## config.mk

```make
export PLATFORM = sky130hd
export DESIGN_NAME = e3_ovh_inserter
export DESIGN_NICKNAME = d
export VERILOG_FILES = /design/src/rtl/e3_ovh_pkg.sv /design/src/rtl/e3_ovh_regs.sv /design/src/rtl/e3_ovh_pos.sv /design/src/rtl/e3_ovh_mux.sv /design/src/rtl/e3_ovh_inserter.sv
export SDC_FILE = /design/constraint.sdc
export NUM_CORES = 1
export LEC_CHECK = 0
export BUFFER_PORTS_ARGS = -buffer_cell sky130_fd_sc_hd__buf_4
export CORE_MARGIN = 4
export CORE_UTILIZATION = 25
export DETAILED_ROUTE_END_ITERATION = 6
export HOLD_SLACK_MARGIN = 0.12
export PLACE_DENSITY_LB_ADDON = 0.1
export SYNTH_ARGS = -nofsm -noshare
export SYNTH_HDL_FRONTEND = slang
export SYNTH_HIERARCHICAL = 1
export SYNTH_SLANG_ARGS = --single-unit
```

## constraint.sdc

```tcl
create_clock -name clk -period 2.6 [get_ports clk]
set_input_delay 0.78 -clock clk [delete_from_list [all_inputs] [get_ports clk]]
set_output_delay 0.78 -clock clk [all_outputs]
set_load 0.01 [all_outputs]
```

## src/rtl/e3_ovh_pkg.sv

```systemverilog
package e3_ovh_pkg;
  localparam int REG_AW    = 2;
  localparam int REG_DW    = 8;
  localparam int MASK_W    = 5;
  localparam int FAW_W     = 2 * MASK_W;
  localparam int A_POS     = FAW_W;
  localparam int N_POS     = FAW_W + 1;
  localparam int PAY_FIRST = FAW_W + 2;
  localparam logic [FAW_W-1:0] FAW_WORD = 10'b1111010000;

  localparam logic [REG_AW-1:0] ADDR_SVC = 2'd0;
  localparam logic [REG_AW-1:0] ADDR_SRC = 2'd1;
  localparam logic [REG_AW-1:0] ADDR_MHI = 2'd2;
  localparam logic [REG_AW-1:0] ADDR_MLO = 2'd3;
  localparam logic [1:0]        SRC_REG  = 2'b00;

  typedef struct packed {
    logic              a_val;
    logic              n_val;
    logic [1:0]        a_src;
    logic [1:0]        n_src;
    logic [MASK_W-1:0] m_hi;
    logic [MASK_W-1:0] m_lo;
  } ovh_cfg_t;

  localparam ovh_cfg_t CFG_RST = '{a_val: 1'b1, default: '0};
endpackage

```

## src/rtl/e3_ovh_regs.sv

```systemverilog
module e3_ovh_regs
  import e3_ovh_pkg::*;
(
  input  logic              clk,
  input  logic              rst,
  input  logic              wr_en,
  input  logic [REG_AW-1:0] wr_addr,
  input  logic [REG_DW-1:0] wr_data,
  input  logic [REG_AW-1:0] rd_addr,
  output logic [REG_DW-1:0] rd_data,
  input  logic              commit,
  output ovh_cfg_t          cfg_act
);
  ovh_cfg_t          staged;
  logic [REG_DW-1:0] rd_nxt;

  // Software-visible staging copy
  always_ff @(posedge clk) begin
    if (rst) begin
      staged <= CFG_RST;
    end else if (wr_en) begin
      case (wr_addr)
        ADDR_SVC: begin
          staged.a_val <= wr_data[1];
          staged.n_val <= wr_data[0];
        end
        ADDR_SRC: begin
          staged.a_src <= wr_data[1:0];
          staged.n_src <= wr_data[3:2];
        end
        ADDR_MHI: staged.m_hi <= wr_data[MASK_W-1:0];
        default:  staged.m_lo <= wr_data[MASK_W-1:0];
      endcase
    end
  end

  // Copy used by the frame, refreshed only at the frame boundary
  always_ff @(posedge clk) begin
    if (rst)         cfg_act <= CFG_RST;
    else if (commit) cfg_act <= staged;
  end

  always_comb begin
    rd_nxt = '0;
    case (rd_addr)
      ADDR_SVC: rd_nxt[1:0] = {staged.a_val, staged.n_val};
      ADDR_SRC: rd_nxt[3:0] = {staged.n_src, staged.a_src};
      ADDR_MHI: rd_nxt[MASK_W-1:0] = staged.m_hi;
      default:  rd_nxt[MASK_W-1:0] = staged.m_lo;
    endcase
  end

  always_ff @(posedge clk) begin
    if (rst) rd_data <= '0;
    else     rd_data <= rd_nxt;
  end
endmodule

```

## src/rtl/e3_ovh_pos.sv

```systemverilog
module e3_ovh_pos #(
  parameter int FRAME_BITS = 1536,
  parameter int PW         = $clog2(FRAME_BITS)
) (
  input  logic          clk,
  input  logic          rst,
  input  logic          ce,
  output logic [PW-1:0] pos,
  output logic [PW-1:0] pos_nxt,
  output logic          at_last
);
  assign at_last = (pos == PW'(FRAME_BITS - 1));
  assign pos_nxt = at_last ? '0 : pos + 1'b1;

  always_ff @(posedge clk) begin
    if (rst)     pos <= '0;
    else if (ce) pos <= pos_nxt;
  end
endmodule

```

## src/rtl/e3_ovh_mux.sv

```systemverilog
module e3_ovh_mux
  import e3_ovh_pkg::*;
#(
  parameter int PW = 11
) (
  input  logic          clk,
  input  logic          rst,
  input  logic          ce,
  input  logic [PW-1:0] pos,
  input  logic [PW-1:0] pos_nxt,
  input  ovh_cfg_t      cfg,
  input  logic          a_ext,
  input  logic          n_ext,
  input  logic          pay_data,
  output logic          line_bit,
  output logic          frame_start,
  output logic          pay_req
);
  localparam int FIW = $clog2(FAW_W);

  logic             a_pin_q, n_pin_q;
  logic [FAW_W-1:0] faw_tx;
  logic             a_bit, n_bit, bit_nxt, first_pos;

  assign first_pos = (pos == '0);

  // External service-bit pins are captured once per frame
  always_ff @(posedge clk) begin
    if (rst) begin
      a_pin_q <= 1'b0;
      n_pin_q <= 1'b0;
    end else if (ce && first_pos) begin
      a_pin_q <= a_ext;
      n_pin_q <= n_ext;
    end
  end

  always_comb begin
    faw_tx = FAW_WORD ^ {cfg.m_hi, cfg.m_lo};
    a_bit  = (cfg.a_src == SRC_REG) ? cfg.a_val : a_pin_q;
    n_bit  = (cfg.n_src == SRC_REG) ? cfg.n_val : n_pin_q;
    if (pos < PW'(FAW_W))
      bit_nxt = faw_tx[FIW'(FAW_W - 1) - pos[FIW-1:0]];
    else if (pos == PW'(A_POS))
      bit_nxt = a_bit;
    else if (pos == PW'(N_POS))
      bit_nxt = n_bit;
    else
      bit_nxt = pay_data;
  end

  always_ff @(posedge clk) begin
    if (rst) begin
      line_bit    <= 1'b0;
      frame_start <= 1'b0;
      pay_req     <= 1'b0;
    end else if (ce) begin
      line_bit    <= bit_nxt;
      frame_start <= first_pos;
      pay_req     <= (pos_nxt >= PW'(PAY_FIRST));
    end
  end
endmodule

```

## src/rtl/e3_ovh_inserter.sv

```systemverilog
module e3_ovh_inserter
  import e3_ovh_pkg::*;
#(
  parameter int FRAME_BITS = 1536
) (
  input  logic              clk,
  input  logic              rst,
  input  logic              ce,
  input  logic              pay_data,
  output logic              pay_req,
  output logic              line_bit,
  output logic              frame_start,
  input  logic              a_ext,
  input  logic              n_ext,
  input  logic              wr_en,
  input  logic [REG_AW-1:0] wr_addr,
  input  logic [REG_DW-1:0] wr_data,
  input  logic [REG_AW-1:0] rd_addr,
  output logic [REG_DW-1:0] rd_data
);
  localparam int PW = $clog2(FRAME_BITS);

  logic [PW-1:0] pos, pos_nxt;
  logic          at_last;
  ovh_cfg_t      cfg_act;

  e3_ovh_pos #(.FRAME_BITS(FRAME_BITS), .PW(PW)) u_pos (
    .clk(clk), .rst(rst), .ce(ce),
    .pos(pos), .pos_nxt(pos_nxt), .at_last(at_last)
  );

  e3_ovh_regs u_regs (
    .clk(clk), .rst(rst),
    .wr_en(wr_en), .wr_addr(wr_addr), .wr_data(wr_data),
    .rd_addr(rd_addr), .rd_data(rd_data),
    .commit(ce && at_last), .cfg_act(cfg_act)
  );

  e3_ovh_mux #(.PW(PW)) u_mux (
    .clk(clk), .rst(rst), .ce(ce),
    .pos(pos), .pos_nxt(pos_nxt), .cfg(cfg_act),
    .a_ext(a_ext), .n_ext(n_ext), .pay_data(pay_data),
    .line_bit(line_bit), .frame_start(frame_start), .pay_req(pay_req)
  );
endmodule

```

==> flow_summary.ini <==
[critical_path]
end_kind = register
crit_fanout = 13
crit_buf_inv = 0
crit_required_ps = 2770
cp_slowest_cell = dfxtp_1
path_cells = nand3_1, nor3_1, mux2_2, nor4b_1, a311oi_1
r2r_slack_ps = 550
start_kind = register
critical_path_class = register to register
crit_start = u_pos/pos[3]$_SDFFE_PP0P_
timing.rr.start = u_pos/pos[3]$_SDFFE_PP0P_
reg2reg_to = u_mux/pay_req$_SDFFE_PP0P_
slowest_delay_ps = 620
arrival_ps = 2220
r2r_cells = 5
cp_top_family = simple AND/OR/NAND/NOR gates

[cells_and_area]
layout-drive-gt1-share = 0.162
antenna_cells = 0
multi_input_area_um2 = 1550
area_growth_pct = 14.1
layout.nets = 325
fin_cells = 439
final-seq-area_um2 = 1060
nFillCells = 1113

[floorplanning]
die_x_um = 113
die-area_um2 = 12700
io_pins = 30
coreArea_um2 = 10500
start_util = 0.261
rows = 37
die_y_um = 113

[power_and_ir_drop]
power.density_nw_per_um2 = 482
ir_drop_mv = 0.249
power.total_mw = 1.51
p_leak_nw = 1.17

[global_routing]
grt_pass1_wl_mm = 10.5
antenna_found_initial = 0
grt_pass1_vias = 1928
track_usage = 0.103
grt_max_degree = 65
gr-total-overflow = 0

[placed_design]
globalplace.congestion = 0.764
place_ws_ps = 530
dpl.hpwl_mm = 4.43
dp.cells = 431
io_buffers = 23

[route]
postRouteWirelength_mm = 6.45
ant_nets = 0
wl_per_cell_um = 14.7
first_iter_violations = 120
drcViolationCount = 0
firstDrtPassIters = 4
viasPerCell = 4.69
vias = 2059

[run]
maxCapViolations = 0

[sta]
setup_viol = 0
fin_skew_ps = 10.4
hold_viol = 0
timing.fmax_mhz = 488
fin_tns_setup_ps = 0
period_minus_slack_ps = 2050
period_share = 0.789
rsz0062_at_grt = false
tightest_slew_ps = 655
fin_ws_ps = 549
drv_slew = 0
slew_headroom = 0.563

[cts]
cts_tree = yes
clockBufferDepth = 2
ctsHoldBuffers = 0
post_cts_buffers = 0
cts-root-buf = clkbuf_8
clkLatencyLatePin_ps = 320
path_clk_slew_ps = 100
cts_max_level = 2
cts-resized-gates = 0
cts_buffers = 5
clock-sinks = 53

[synthesis]
avgSynthCellArea_um2 = 9.71
syn_area_um2 = 2740
yosys_warnings = 6
syn_inst = 282

[worst_hold_path]
hold_depth = 2
hp-class = register to register
worstHoldStart = u_mux/frame_start$_SDFFE_PP0P_
hold_path_end = u_mux/frame_start$_SDFFE_PP0P_

[outcome]
status = finished, final reports clean
[worst max path at each step]
stage                     depth (start not counted)                             end  slack, ps
after floorplan                                   9  u_regs/cfg_act[0]$_SDFFE_PP0P_        420
after global placement                            5      u_mux/pay_req$_SDFFE_PP0P_        510
after detailed placement                          5      u_mux/pay_req$_SDFFE_PP0P_        530
after CTS                                         5      u_mux/pay_req$_SDFFE_PP0P_        520
after global routing                              5      u_mux/pay_req$_SDFFE_PP0P_        340
final                                             5      u_mux/pay_req$_SDFFE_PP0P_        550
[power breakdown]
part           internal (mW)  switching [mW]
sequential             0.833          0.0148
clock                  0.192           0.305
combinational         0.0765          0.0849
[sequential cells by signal, summed over array words and instances, names as in the netlist]
signal	cells
u_mux/a_pin_q	1
u_mux/frame_start	1
u_mux/line_bit	1
u_mux/n_pin_q	1
u_mux/pay_req	1
u_pos/pos	11
u_regs/cfg_act	16
u_regs/rd_data	5
u_regs/staged	16
[stage by stage]
step / util / hold WS [ps] / instance area (µm²)
after floorplan: - / 454 / 2750
after global placement: 0.289 / 467 / 3030
after detailed placement: 0.289 / 467 / 3030
after CTS: 0.297 / 487 / 3120
after global routing: 0.297 / 530 / 3120
final: 0.297 / 490 / 3120
[layout by cell type (no fill, tap or decap), drive strengths merged, types with 2 or more instances in the layout]
cell / n
a31oi: 2
nor2: 30
mux4: 4
ha: 4
a21oi: 9
and3b: 2
or3: 3
nand4: 7
o31ai: 3
nand2b: 24
o22ai: 4
inv: 11
nor3: 2
nand3: 9
and4: 2
clkbuf: 5
nor3b: 4
nor4: 5
dfxtp: 53
mux2i: 38
conb: 3
xnor2: 4
o41ai: 2
nand3b: 2
buf: 27
o21ai: 5
and2: 2
o211ai: 2
or4: 3
mux2: 2
xor2: 4
nand2: 9
nor2b: 5
[worst min-delay path, delay by kind of cell (launching register included)]
family | cells | cell delay [ps]
compound gates | 1 | 60
flops | 1 | 330
simple gates | 1 | 60
[cell type report]
type	instances	share of cell area
Timing Repair Buffer	27	0.0689
Sequential cell	53	0.340
Tap cell	136	0.0545
Inverter	10	0.0120
Clock inverter	3	0.00681
Multi-Input combinational cell	205	0.496
Clock buffer	5	0.0220
[per-layer routing]
layer  vias to the layer above  global-route usage  part of all wire
li1                       1039                   -                 -
met1                       984               0.156              0.54
met2                        32               0.145              0.41
met3                         4              0.0237             0.037
met5                         -                   0                 0
met4                         0              0.0240            0.0087
No activity file was read; power rests on OpenSTA's default activity.
